File: src/rtl/vdma_pkg.sv
package vdma_pkg;
    localparam int ADDR_W = 32;
    localparam int LEN_W  = 16;
    localparam int TOT_W  = 32;
    localparam int STS_W  = 32;
    localparam int NFRAG  = 5;
    localparam int FIDX_W = $clog2(NFRAG + 1);

    typedef enum logic [1:0] {
        OP_DESC_RD = 2'd0,
        OP_DATA_RD = 2'd1,
        OP_DESC_WR = 2'd2
    } mem_op_e;

    typedef struct packed {
        logic done_f;
        logic last_f;
        logic upd_f;
        logic irq_f;
        logic frag_f;
    } dflags_t;

    typedef struct packed {
        logic [ADDR_W-1:0]            next;
        logic [NFRAG-1:0][ADDR_W-1:0] src;
        logic [LEN_W-1:0]             stride;
        logic [LEN_W-1:0]             line_size;
        logic [LEN_W-1:0]             xfer_len;
        dflags_t                      flags;
    } desc_t;

    localparam int DESC_W = $bits(desc_t);
endpackage

File: src/rtl/vdma_chunk_calc.sv
module vdma_chunk_calc
    import vdma_pkg::*;
#(
    parameter int FRAG_SZ = 4096,
    localparam int FRAG_LG = $clog2(FRAG_SZ)
) (
    input  logic               frag_mode,
    input  logic [FRAG_LG-1:0] addr_lo,
    input  logic [LEN_W-1:0]   line_size,
    input  logic [LEN_W-1:0]   remaining,
    output logic [LEN_W-1:0]   chunk
);
    logic [LEN_W-1:0] base;

    always_comb begin
        if (frag_mode) base = LEN_W'(FRAG_SZ) - LEN_W'(addr_lo);
        else           base = line_size;
        chunk = (base < remaining) ? base : remaining;
    end
endmodule

File: src/rtl/vdma_irq_status.sv
module vdma_irq_status
    import vdma_pkg::*;
#(
    parameter int CMPL_BIT  = 0,
    parameter int ERR_BIT   = 12,
    parameter int VSYNC_BIT = 27
) (
    input  logic             clk,
    input  logic             rst_n,
    input  logic             set_cmpl,
    input  logic             set_err,
    input  logic             set_vsync,
    input  logic             clr_we,
    input  logic [STS_W-1:0] clr_data,
    input  logic             mask_we,
    input  logic [STS_W-1:0] mask_data,
    output logic [STS_W-1:0] status,
    output logic             irq
);
    logic [STS_W-1:0] sts_d, sts_q, mask_d, mask_q, set_vec;

    always_comb begin
        set_vec            = '0;
        set_vec[CMPL_BIT]  = set_cmpl;
        set_vec[ERR_BIT]   = set_err;
        set_vec[VSYNC_BIT] = set_vsync;
        sts_d  = (sts_q & ~(clr_we ? clr_data : '0)) | set_vec;
        mask_d = mask_we ? mask_data : mask_q;
    end

    always_ff @(posedge clk) begin
        if (!rst_n) begin
            sts_q  <= '0;
            mask_q <= '1;
        end else begin
            sts_q  <= sts_d;
            mask_q <= mask_d;
        end
    end

    assign status = sts_q;
    assign irq    = |(sts_q & mask_q);
endmodule

File: src/rtl/vdma_fetch.sv
module vdma_fetch
    import vdma_pkg::*;
#(
    parameter int CHANNEL = 2,
    parameter int FRAG_SZ = 4096
) (
    input  logic              clk,
    input  logic              rst_n,
    input  logic              start_i,
    input  logic [ADDR_W-1:0] start_addr_i,
    input  logic              one_desc_i,
    input  logic              vsync_i,
    input  logic              sts_wr_i,
    input  logic [STS_W-1:0]  sts_wdata_i,
    input  logic              mask_wr_i,
    input  logic [STS_W-1:0]  mask_wdata_i,
    output logic              mem_req_o,
    output logic [1:0]        mem_op_o,
    output logic [ADDR_W-1:0] mem_addr_o,
    output logic [LEN_W-1:0]  mem_len_o,
    output logic [DESC_W-1:0] mem_wdesc_o,
    input  logic              mem_ack_i,
    input  logic              mem_err_i,
    input  logic [DESC_W-1:0] mem_rdesc_i,
    output logic [STS_W-1:0]  status_o,
    output logic              irq_o,
    output logic              busy_o,
    output logic              done_o,
    output logic [TOT_W-1:0]  done_bytes_o
);
    localparam int FRAG_LG   = $clog2(FRAG_SZ);
    localparam int CMPL_BIT  = CHANNEL;
    localparam int ERR_BIT   = 12 + CHANNEL;
    localparam int VSYNC_BIT = 27;

    typedef enum logic [2:0] {S_IDLE, S_FETCH, S_MOVE, S_WBACK, S_WRAP} fsm_e;

    typedef struct packed {
        fsm_e              st;
        logic [ADDR_W-1:0] desc_addr;
        desc_t             desc;
        logic [ADDR_W-1:0] cur_addr;
        logic [LEN_W-1:0]  moved;
        logic [FIDX_W-1:0] idx;
        logic [TOT_W-1:0]  total;
        logic              one;
        logic              done;
        logic [TOT_W-1:0]  done_bytes;
    } regs_t;

    regs_t d, q;
    desc_t rdesc, wdesc;
    logic [ADDR_W-1:0] data_addr;
    logic [LEN_W-1:0]  remaining, chunk;
    logic              frag_end, move_end, set_err, set_cmpl;

    assign rdesc     = desc_t'(mem_rdesc_i);
    assign remaining = q.desc.xfer_len - q.moved;
    assign frag_end  = q.desc.flags.frag_f && (q.idx >= FIDX_W'(NFRAG));

    always_comb begin
        data_addr = q.cur_addr;
        if (q.desc.flags.frag_f)
            data_addr = frag_end ? '0 : q.desc.src[q.idx];
    end

    vdma_chunk_calc #(.FRAG_SZ(FRAG_SZ)) u_chunk (
        .frag_mode (q.desc.flags.frag_f),
        .addr_lo   (data_addr[FRAG_LG-1:0]),
        .line_size (q.desc.line_size),
        .remaining (remaining),
        .chunk     (chunk)
    );

    assign move_end = (remaining == '0) || (chunk == '0) || frag_end;

    always_comb begin
        wdesc              = q.desc;
        wdesc.flags.done_f = 1'b1;
    end

    always_comb begin
        d        = q;
        d.done   = 1'b0;
        set_err  = 1'b0;
        set_cmpl = 1'b0;
        unique case (q.st)
            S_IDLE: if (start_i) begin
                d.desc_addr = start_addr_i;
                d.one       = one_desc_i;
                d.total     = '0;
                d.st        = S_FETCH;
            end
            S_FETCH: if (mem_ack_i) begin
                if (mem_err_i) begin
                    set_err = 1'b1;
                    d.st = S_IDLE; d.done = 1'b1; d.done_bytes = '0;
                end else begin
                    d.desc     = rdesc;
                    d.moved    = '0;
                    d.idx      = '0;
                    d.cur_addr = rdesc.src[0];
                    d.st       = S_MOVE;
                end
            end
            S_MOVE: begin
                if (move_end) begin
                    d.st = q.desc.flags.upd_f ? S_WBACK : S_WRAP;
                end else if (mem_ack_i) begin
                    if (mem_err_i) begin
                        set_err = 1'b1;
                        d.st = S_IDLE; d.done = 1'b1; d.done_bytes = '0;
                    end else begin
                        d.moved    = q.moved + chunk;
                        d.total    = q.total + TOT_W'(chunk);
                        d.cur_addr = q.cur_addr + ADDR_W'(q.desc.stride);
                        d.idx      = q.idx + 1'b1;
                    end
                end
            end
            S_WBACK: if (mem_ack_i) begin
                if (mem_err_i) begin
                    set_err = 1'b1;
                    d.st = S_IDLE; d.done = 1'b1; d.done_bytes = '0;
                end else begin
                    d.st = S_WRAP;
                end
            end
            S_WRAP: begin
                set_cmpl = q.desc.flags.irq_f;
                if (q.desc.flags.last_f || q.one) begin
                    d.st = S_IDLE; d.done = 1'b1; d.done_bytes = q.total;
                end else begin
                    d.desc_addr = q.desc.next;
                    d.st        = S_FETCH;
                end
            end
            default: d.st = S_IDLE;
        endcase
    end

    always_ff @(posedge clk) begin
        if (!rst_n) begin
            q <= '0;
        end else begin
            q <= d;
        end
    end

    always_comb begin
        mem_req_o   = 1'b0;
        mem_op_o    = OP_DESC_RD;
        mem_addr_o  = q.desc_addr;
        mem_len_o   = '0;
        mem_wdesc_o = wdesc;
        unique case (q.st)
            S_FETCH: mem_req_o = 1'b1;
            S_MOVE: begin
                mem_req_o  = !move_end;
                mem_op_o   = OP_DATA_RD;
                mem_addr_o = data_addr;
                mem_len_o  = chunk;
            end
            S_WBACK: begin
                mem_req_o = 1'b1;
                mem_op_o  = OP_DESC_WR;
            end
            default: ;
        endcase
    end

    vdma_irq_status #(
        .CMPL_BIT (CMPL_BIT),
        .ERR_BIT  (ERR_BIT),
        .VSYNC_BIT(VSYNC_BIT)
    ) u_status (
        .clk      (clk),
        .rst_n    (rst_n),
        .set_cmpl (set_cmpl),
        .set_err  (set_err),
        .set_vsync(vsync_i),
        .clr_we   (sts_wr_i),
        .clr_data (sts_wdata_i),
        .mask_we  (mask_wr_i),
        .mask_data(mask_wdata_i),
        .status   (status_o),
        .irq      (irq_o)
    );

    assign busy_o       = (q.st != S_IDLE);
    assign done_o       = q.done;
    assign done_bytes_o = q.done_bytes;
endmodule

File: config.mk
export PLATFORM = sky130hd
export DESIGN_NAME = vdma_fetch
export DESIGN_NICKNAME = d
export VERILOG_FILES = /design/src/rtl/vdma_pkg.sv /design/src/rtl/vdma_chunk_calc.sv /design/src/rtl/vdma_irq_status.sv /design/src/rtl/vdma_fetch.sv
export SDC_FILE = /design/constraint.sdc
export NUM_CORES = 1
export LEC_CHECK = 0
export BUFFER_PORTS_ARGS = -buffer_cell sky130_fd_sc_hd__buf_2
export CORE_AREA = 2 2 276 278
export DETAILED_ROUTE_END_ITERATION = 8
export DIE_AREA = 0 0 278 280
export GPL_ROUTABILITY_DRIVEN = 0
export RECOVER_POWER = 100
export SYNTH_ARGS = -nofsm -noshare
export SYNTH_HDL_FRONTEND = slang
export SYNTH_SLANG_ARGS = --single-unit
File: constraint.sdc
create_clock -name clk -period 8.2 [get_ports clk]
set_input_delay 1.23 -clock clk [delete_from_list [all_inputs] [get_ports clk]]
set_output_delay 1.23 -clock clk [all_outputs]
set_load 0.03 [all_outputs]
### Word-level counts from Yosys, hierarchy flattened

Index checks and enable logic that the tools add are counted.

* add/subtract/negate cells: 6
* multipliers: 0
* div/mod/pow operators: 0
* magnitude comparators: 3
* equality and inequality tests: 15
* shift operators: 0
* muxes and demuxes: 42
* bitwise logic cells: 5
* reductions and logical operators: 22

Operators with widths (number)
* 83-bit two-way mux: 3
* 32-bit two-way mux: 6
* 33-bit two-way mux: 5
* 32-bit case mux with 2 select lines: 2
* 51-bit two-way mux: 2
* 51-bit case mux with 2 select lines: 1
* 33-bit case mux with 3 select lines: 1
* 32-bit binary-select mux with 3-bit select: 1
* 32-bit by 16-bit adder with 32-bit output: 2
* 32-bit bitwise AND: 2
* 16-bit two-way mux: 3
* 35-bit two-way mux: 1
* 16-bit zero test: 2
* 32-bit NOT: 1
* 32-bit by 28-bit OR with 32-bit output: 1
* 32-bit OR reduction: 1
* 3-bit two-way mux: 7
* 2-bit inequality test (second input constant): 9
* 16-bit adder: 1
* 16-bit < comparator: 1
* 16-bit subtractor: 1
* 3-bit case mux with 5 select lines: 1
* 13-bit by 12-bit subtractor with 14-bit output (first input constant): 1
* 5-bit AND reduction: 2
* 22 further kinds: 36

* register bits after elaboration: 460
* bits in latches: 0
* memory bits (writable): 0
* bits in read-only memories: 0
* bits of input ports: 350
* output and inout bits: 363
* word-level logic and storage cells: 117
* memories: 0

### Longest topological paths before layout

Gate-level depths: netlist of run 1.

* word-level depth: 14
* mapped depth: 34
* depth with buffers taken out: 30

### Cells and area by module

Synthesis of run 1 repeated with hierarchy kept, for this count alone.

* cell total of the unflattened synthesis: 3086
* area total of the unflattened synthesis: 25127.8 um2

Modules (own cells, without submodules)
* vdma_fetch: instances 1, cells an instance 2736, area each 21933.5 um2, sequential area each 7927.6 um2
* vdma_irq_status: instances 1, cells an instance 230, area each 2239.6 um2, sequential area each 1281.2 um2
* vdma_chunk_calc: instances 1, cells an instance 120, area each 954.7 um2, sequential area each 0.0 um2

### Worst setup path after synthesis of run 1

OpenSTA, ideal clock, no wires.

* path kind: register -> output
* from: register q[67] (netlist name)
* to: output port mem_req_o
* data arrival time: 6069 ps
* data required time: 6970 ps
* setup slack: 901 ps
* cell stages (with the launch flop): 27
* path buffers: 4
* cells stage by stage: dfxtp_1 -> buf_6 -> buf_2 -> buf_1 -> inv_1 -> ha_1 -> or3_4 -> nor3_4 -> a221oi_2 -> ha_1 -> inv_1 -> nor2_1 -> nor4b_2 -> xor2_1 -> mux2_2 -> ha_1 -> nand2_1 -> nor3_1 -> a21boi_1 -> nor2_1 -> clkbuf_1 -> mux2_2 -> nor4_1 -> o21a_1 -> nor3_1 -> nand2_1 -> o21ai_0

* longest elaborated chain between the ends: 13
* elaborated cells on any way between the ends: 15
* classes of those cells: 1 x add/sub; 2 x order compare; 7 x mux; 5 x reduce/logical

RTL lines
* from (decl): RTL line vdma_fetch.sv:51 `regs_t d, q;`
* from (signal assigned): RTL line vdma_fetch.sv:144 `q <= '0;`
* from (signal assigned): RTL line vdma_fetch.sv:146 `q <= d;`
* 32-bit binary-select mux with 3-bit select or 3-bit greater-or-equal comparator (tied branches): RTL line vdma_fetch.sv:64, vdma_fetch.sv:59
* 32-bit two-way mux (implied by the code) or 1-bit logical AND (tied branches): RTL line vdma_fetch.sv:64, vdma_fetch.sv:59
* 32-bit two-way mux: RTL line vdma_fetch.sv:64 `data_addr = frag_end ? '0 : q.desc.src[q.idx];`
* 32-bit two-way mux: RTL line vdma_fetch.sv:63 `if (q.desc.flags.frag_f)`
* 13-bit by 12-bit subtractor with 14-bit output: RTL line vdma_chunk_calc.sv:16 `if (frag_mode) base = LEN_W'(FRAG_SZ) - LEN_W'(addr_lo);`
* 16-bit two-way mux: RTL line vdma_chunk_calc.sv:16
* 16-bit < comparator: RTL line vdma_chunk_calc.sv:18 `chunk = (base < remaining) ? base : remaining;`
* 16-bit two-way mux: RTL line vdma_chunk_calc.sv:18
* 16-bit zero test: RTL line vdma_fetch.sv:75 `assign move_end = (remaining == '0) || (chunk == '0) || frag_end;`
* 1-bit logical OR: RTL line vdma_fetch.sv:75
* 1-bit logical OR (*): RTL line vdma_fetch.sv:75
* 1-bit zero test (*): RTL line vdma_fetch.sv:159 `mem_req_o = !move_end;`
* 1-bit case mux with 2 select lines (*): RTL line vdma_fetch.sv:156 `unique case (q.st)`
* to (decl): RTL line vdma_fetch.sv:17 `output logic mem_req_o,`

Mark *: on every way between the ends. The rest lies on a longest branch, timed or not. The select of a mux whose other input is x is not followed.

### Worst setup path after layout of run 1

Same ends and word-level chain as after synthesis.

==> results of run 1 <==
stage by stage:
step	hold WS, ns	power (mW)	std cells	util, %
2_1_floorplan	0.4366	3.005	3174	-
3_3_place_gp	0.4315	3.339	4442	36.68
3_5_place_dp	0.4317	3.344	4442	36.68
4_1_cts	0.4430	5.880	4539	39.16
5_1_grt	0.4612	6.047	4544	38.56
6_report	0.4468	5.808	4545	38.56
per-layer routing:
layer	GRT usage [%]	share of wire (%)	vias up	routed length, um
li1	-	-	11480	-
met1	28.76	41	11090	39230
met2	40.20	49	731	46580
met3	4.438	6.2	155	5916
met4	7.055	3.1	10	2928
met5	0	0.074	-	70
Yosys cell counts, drive strengths merged (4+ instances only):
| cell | number | area [um2] |
|---|---|---|
| nand2 | 704 | 2643 |
| dfxtp | 460 | 9209 |
| a21oi | 387 | 1937 |
| buf | 316 | 2275 |
| clkbuf | 154 | 578.1 |
| nor2 | 147 | 551.8 |
| ha | 84 | 1051 |
| mux2i | 83 | 830.8 |
| o21ai | 82 | 410.4 |
| inv | 73 | 274.0 |
| nand3 | 64 | 320.3 |
| a22oi | 59 | 442.9 |
| a211oi | 45 | 342.8 |
| nor3 | 38 | 201.5 |
| a31oi | 34 | 225.2 |
| a21o | 30 | 225.2 |
| xnor2 | 29 | 254.0 |
| a22o | 26 | 227.7 |
| and2 | 25 | 156.4 |
| mux4 | 22 | 495.5 |
| nand4 | 21 | 131.4 |
| nor2b | 20 | 125.1 |
| xor2 | 19 | 166.4 |
| o31ai | 18 | 135.1 |
| nand2b | 16 | 100.1 |
| or3 | 15 | 98.84 |
| or4 | 15 | 116.4 |
| and3 | 14 | 87.58 |
| mux2 | 14 | 157.7 |
| o22ai | 13 | 81.33 |
| o31a | 13 | 113.9 |
| o21a | 12 | 90.09 |
| o211ai | 11 | 82.58 |
| nor4 | 8 | 65.06 |
| o21bai | 8 | 60.06 |
| a2111oi | 7 | 92.59 |
| a21boi | 6 | 45.05 |
| o311ai | 6 | 52.55 |
| a31o | 5 | 43.79 |
| nand3b | 5 | 41.29 |
| o2bb2ai | 5 | 43.79 |
| a2111o | 4 | 45.04 |
| a221oi | 4 | 41.29 |
| and4 | 4 | 35.03 |
| o41ai | 4 | 35.03 |
timing repair:
action / in CTS / in global routing
pin swaps: 0 / 3
hold buffers: 0 / 0
hold endpoints to repair: 0 / 0
endpoints found under the setup margin: 1 / 1
buffers inserted: 0 / 3
gates resized for setup: 1 / 7
state kept, by name (all words and copies together) (netlist names):
register / cells
done_o: 1
u_status.status: 32
mem_wdesc_o: 244
q: 119
done_bytes_o: 32
u_status.mask_q: 32
cell families (layout without fill, tap and decap cells):
logic type / after synthesis / after routing
AO/OA/AOI/OAI: 806 / 806
flip-flops: 460 / 460
AND/OR/NAND/NOR: 1109 / 1109
multiplexers: 119 / 119
XOR/XNOR: 48 / 48
other: 1 / 4
adder cells (fa/ha/maj): 87 / 87
buffers and inverters: 544 / 934
power by group through the flow:
stage	registers (mW)	clock network [mW]	logic [mW]
5_1_grt	2.36	2.67	1.02
4_1_cts	2.35	2.58	0.947
6_report	2.35	2.52	0.933
3_3_place_gp	2.40	0	0.941
3_5_place_dp	2.40	0	0.944
2_1_floorplan	2.38	0	0.628
critical path, delay by kind of cell (launching register included):
family	cells	cell delay [ns]
compound gates	7	1.52
fa+ha+maj	1	0.31
buf+inv	3	0.54
flops	1	0.40
mux	1	0.41
simple gates	9	2.75
area by class of cell:
| cell class | instances | area, um2 |
|---|---|---|
| fillers | 8029 | 46200 |
| multi-input cells | 2170 | 12900 |
| flip-flops and latches | 460 | 9213 |
| repair buffers | 763 | 3497 |
| clock buffers | 79 | 1605 |
| well taps | 978 | 1224 |
| inverters | 74 | 285.3 |
| clock inverters | 18 | 259.0 |
| diodes | 3 | 7.507 |
worst paths after layout:
kind                                                  endpoint  slack (ns)  cells past startpoint
worst max-delay path                                 mem_req_o        0.43                     21
worst min-delay path            u_status.status[22]$_SDFF_PN0_        0.45                      2
worst max register to register              q[99]$_SDFFE_PN0P_        0.58                     22
worst min register to register  u_status.status[22]$_SDFF_PN0_        0.45                      2
==> results.toml, run 1 <==
[placement]
dp_hpwl_mm = 71.97
place_area_mm2 = 0.02758
port_buffers = 710
post-place-ws_ns = 0.5217

[synth]
synth_compound_area_share_pct = 19.96
postSynthAreaPerCell_um2 = 7.932
synth_simple_gate_area_share_pct = 19.07
synth_area_mm2 = 0.02518
synthArstFlopShare_pct = 0
ys.flop_type = "dfxtp_1"
synth_top_family_by_area = "compound AO/OA/AOI/OAI gates"
yosysSeqAreaShare_pct = 36.58
synth-seq-cells = 460
syn_inst = 3174
synth_adder_area_share_pct = 4.374
synth_cell_types = 87
synth_edf_count = 0
syn_nets = 3610
synth_xor_area_share_pct = 1.670
yosysWarnings = 0
synth_mux_area_share_pct = 5.894

[clocking]
cts_buffers = 53
insertion_delay_ns = 0.61
cts_tree = "built"
cts_sinks = 460
cts.path.max_buffers = 3
clk_pin_slew_worst_paths_ns = 0.06
cts-htree-levels = 2
cts-root-buf = "clkbuf_16"

[timing]
fmax_ghz = 0.1287
final.setup.tns_ns = 0
setup_violations = 0
relSlewSlack_pct = -212.7
maxSlewViolCount = 495
layout_setup_ws_ns = 0.4270
period_share_pct = 94.79
worst_pin_slew_ns = 4.690
rsz0062_at_grt = "no"
min_period_ns = 7.773
skew_ns = 0.03303
hold_viol_final = 0

[pwr]
power_frac_comb_pct = 16.1
p_sw_mw = 1.690
seqPwrFrac_pct = 40.5
peakVddDrop_v = 0.0001469
sw_frac_of_total_pct = 29.10
power.leakage_nw = 11.06
clockPowerShare_pct = 43.4
power.density_cell_area_mw_per_mm2 = 200.3
p_int_mw = 4.118

[global_route]
grt_usage_pct = 23.09
grt_max_degree = 209
grt-ovfl-total = 0
grt_pass1_wl_mm = 138.2
antenna_found_initial = 9
grt_pass1_vias = 21870

[floorplan]
row_count = 101
core_area_mm2 = 0.07519
pin_count = 713
die_w_um = 278
die_y_um = 280
initial_core_util_pct = 33.48
dieArea_mm2 = 0.07784

[critical_path]
cpMaxStageDelayCell = "or4b_2"
worstSetupStartpoint = "q[67]$_SDFFE_PN0P_"
cp_data_required_time_ns = 6.97
worstSetupEndpointType = "primary output"
slowest_delay_ns = 0.62
cp-start-kind = "flop"
crit_chain = "buf_4, mux2i_1, nor2_1, a2111oi_4, nand4_1, or4_1, a31oi_2, inv_1, ha_1, a21oi_1, o21a_1, o221ai_1, nor2_4, or4b_2, nor4_1, nor4bb_4, o21a_1, nor3_1, nand2_1, o21ai_0, buf_2"
critPathKind = "reg2out"
cp_max_fo = 11
crit_arrival_ns = 6.54
crit_path_frequent_cell = "o21a_1"
timing.rr.start = "q[67]$_SDFFE_PN0P_"

[cells_and_area]
layout_commonest_cell = "nand2_1"
drive_gt1_share_pct = 15.94
final_area_mm2 = 0.02899
nNetsFinal = 3958
final_cell_mix = "nand2_1 (703), dfxtp_1 (457), a21oi_1 (386), clkbuf_1 (366), buf_2 (362)"
syn_to_final_growth_pct = 15.16

[worst_hold_path]
holdCritStartpoint = "u_status.status[22]$_SDFF_PN0_"
hp-class = "reg2reg"

[routing]
drt_pass1_iterations = 7
wl_per_cell_um = 20.84
first_iter_violations = 1717
vias_per_cell = 5.163
vias = 23470
routed_wl_mm = 94.73
drc = 0
postRouteAntennaNets = 0

[outcome]
outcome = "finished, violations left"
violations = "max-capacitance violations, max-slew violations"

[flow_run]
maxCapViolations = 5
Note: power is estimated with default switching activity, not from simulation.
==> inputs of run 2 (changes only) <==
--- a/config.mk
+++ b/config.mk
@@ -11,6 +11,7 @@
 export DIE_AREA = 0 0 278 280
 export GPL_ROUTABILITY_DRIVEN = 0
 export RECOVER_POWER = 100
+export SLEW_MARGIN = 20
 export SYNTH_ARGS = -nofsm -noshare
 export SYNTH_HDL_FRONTEND = slang
 export SYNTH_SLANG_ARGS = --single-unit
==> constraint.sdc (replaced) <==
create_clock -name clk -period 8.7 [get_ports clk]
set_input_delay 1.305 -clock clk [delete_from_list [all_inputs] [get_ports clk]]
set_output_delay 1.305 -clock clk [all_outputs]
set_load 0.03 [all_outputs]
==> run 2 against run 1 <==
Net effect:
- the flow still finishes with violations (max-capacitance violations, max-slew violations)
- sequential share of layout area barely moved
- core utilization about the same
- setup slack worse by 0.039 ns
- sequential power shrank 6%
- sequential cell count unchanged
- via count increased by 0.68%
- combinational power down 5.4%
- critical path depth is 4 higher
- register-to-register slack worse by 0.08 ns
- die area stayed put
- critical path type unchanged
- largest power group unchanged
==> results.toml, run 2 (same netlist as run 1, synthesis figures left out) <==
[cells_and_area]
fin_cells = 4544
syn_to_final_growth_pct = 15.23
multi_input_area_mm2 = 0.01288
largest_reg_flops = 244
regArea_mm2 = 0.009218
drive_gt1_share_pct = 15.95
final_cell_mix = "nand2_1 (703), dfxtp_1 (457), a21oi_1 (386), buf_2 (363), clkbuf_1 (361)"
fillerInstances = 7991
nNetsFinal = 3954
layout_commonest_cell = "nand2_1"

[routing]
first_iter_violations = 1943
postRouteAntennaNets = 0
vias = 23630
drt_pass1_iterations = 6
wl_per_cell_um = 20.97
drc = 0
routed_wl_mm = 95.30
vias_per_cell = 5.199

[worst_hold_path]
hold_path_depth = 2
holdCritStartpoint = "u_status.status[3]$_SDFF_PN0_"
hp-class = "reg2reg"
holdPathEnd = "u_status.status[3]$_SDFF_PN0_"

[global_route]
grt-busiest-layer = "met2"
grt_usage_pct = 23.26
antenna_found_initial = 12
grt_use_met3_pct = 4.555
grt-ovfl-total = 0
groute.layer.met2.usage_pct = 40.67
grt_pass1_wl_mm = 140.2
grt_max_degree = 147
grt_pass1_vias = 22090
grtUsageMet1_pct = 29.26

[timing]
maxSlewViolCount = 651
rsz0062_at_grt = "no"
period_share_pct = 95.54
skew_ns = 0.03201
min_period_ns = 8.312
setup_violations = 0
worst_pin_slew_ns = 5.204
final.setup.tns_ns = 0
relSlewSlack_pct = -247.0
hold_viol_final = 0
fmax_ghz = 0.1203

[critical_path]
reg2reg_depth = 26
crit_arrival_ns = 7.01
worstSetupEndpointType = "primary output"
cp_data_required_time_ns = 7.39
timing.rr.start = "q[67]$_SDFFE_PN0P_"
cp-start-kind = "flop"
critPathKind = "reg2out"
r2r_end = "q[103]$_SDFFE_PN0P_"
cp_max_fo = 20
ff2ff_setup_slack_ns = 0.50

[placement]
dp.cells = 4438
dp_hpwl_mm = 72.33
port_buffers = 710

[clocking]
cts_sinks = 460
insertion_delay_ns = 0.61
clk_pin_slew_worst_paths_ns = 0.06
cts-root-buf = "clkbuf_16"
cts-htree-levels = 2
cts-hold-fix-buffers = 0
cts.path.max_buffers = 3
cts_buffers = 54
cts_tree = "built"

[floorplan]
pin_count = 713
dieArea_mm2 = 0.07784
row_count = 101
initial_core_util_pct = 33.48
core_area_mm2 = 0.07519
die_w_um = 278
die_y_um = 280

[pwr]
power.total_mw = 5.578
power.leakage_nw = 11.07
peakVddDrop_v = 0.0001472
power.density_cell_area_mw_per_mm2 = 192.3

[outcome]
outcome = "finished, violations left"
violations = "max-capacitance violations, max-slew violations"

[flow_run]
maxCapViolations = 9
-- run 2: cell types whose count changed in the layout (fill, tap and decap cells not counted), sizes merged --
| cell | change |
|---|---|
| buf | -6 |
| clkbuf | -6 |
| clkinv | +6 |
| bufinv | +3 |
| clkinvlp | +1 |
| diode | +1 |
-- run 2: metal layers --
layer  routed length, um  up-vias  share of wire, %
met1               39360    11230                41
met3                6324      124               6.6
met5                  67        -             0.070
met2               47400      793                50
met4                2157       10               2.3
li1                    -    11470                 -
-- run 2: final cells by class --
type                    instances  share of cell area (%)
clock buffers                  72                   5.383
diodes                          4                 0.03450
repair buffers                758                   11.86
clock inverters                28                   1.359
multi-input cells            2170                   44.41
well taps                     978                   4.218
inverters                      74                  0.9575
flip-flops and latches        460                   31.77
-- run 2: through the flow --
step                      hold WS, ns  setup WS, ns  utilization, %  area (um2)
after floorplan                0.4366         1.326               -       25180
after global placement         0.4326        0.9354           36.60       27520
after detailed placement       0.4383        0.8054           36.60       27520
after CTS                      0.4464        0.1678           39.20       29480
after global routing           0.4686       0.01747           38.58       29010
final                          0.4492        0.3884           38.58       29010
-- run 2: worst max path at each step --
stage	start	endpoint	slack, ns
after floorplan	q[67]$_SDFFE_PN0P_	mem_req_o	1.33
after global routing	q[67]$_SDFFE_PN0P_	mem_req_o	0.02
after CTS	q[67]$_SDFFE_PN0P_	mem_req_o	0.17
after detailed placement	q[67]$_SDFFE_PN0P_	done_bytes_o[15]$_SDFFE_PN0P_	0.81
final	q[67]$_SDFFE_PN0P_	mem_req_o	0.39
after global placement	q[67]$_SDFFE_PN0P_	mem_req_o	0.94
-- run 2: worst max-delay path, stage by stage (launching register included) --
cell and delay [ns]:
dfxtp_4 0.49, buf_4 0.33, or3_4 0.20, nor3_4 0.06, buf_4 0.17, a2111oi_2 0.39, buf_4 0.21, nand4_1 0.20
nor4_1 0.47, xor2_1 0.16, mux2_2 0.35, ha_1 0.32, a21oi_1 0.15, o21a_1 0.14, o221ai_1 0.13, buf_4 0.20
nor2_1 0.09, buf_4 0.22, or4b_2 0.59, nor4_1 0.22, nor4bb_4 0.47, o21a_1 0.21, nor3_1 0.11, nand2_1 0.11
o21ai_0 0.16, buf_2 0.23
-- run 2: report_power, final --
part | total [mW] | switching, mW | internal (mW) | leakage [nW]
Combinational | 0.883 | 0.591 | 0.291 | 6.39
Clock | 2.48 | 0.975 | 1.50 | 0.955
Sequential | 2.22 | 0.0513 | 2.17 | 3.73
-- run 2: what timing repair did --
item | 4_1_cts | 5_1_grt
buffers inserted | 0 | 2
endpoints found under the setup margin | 0 | 1
gates resized for setup | 0 | 5
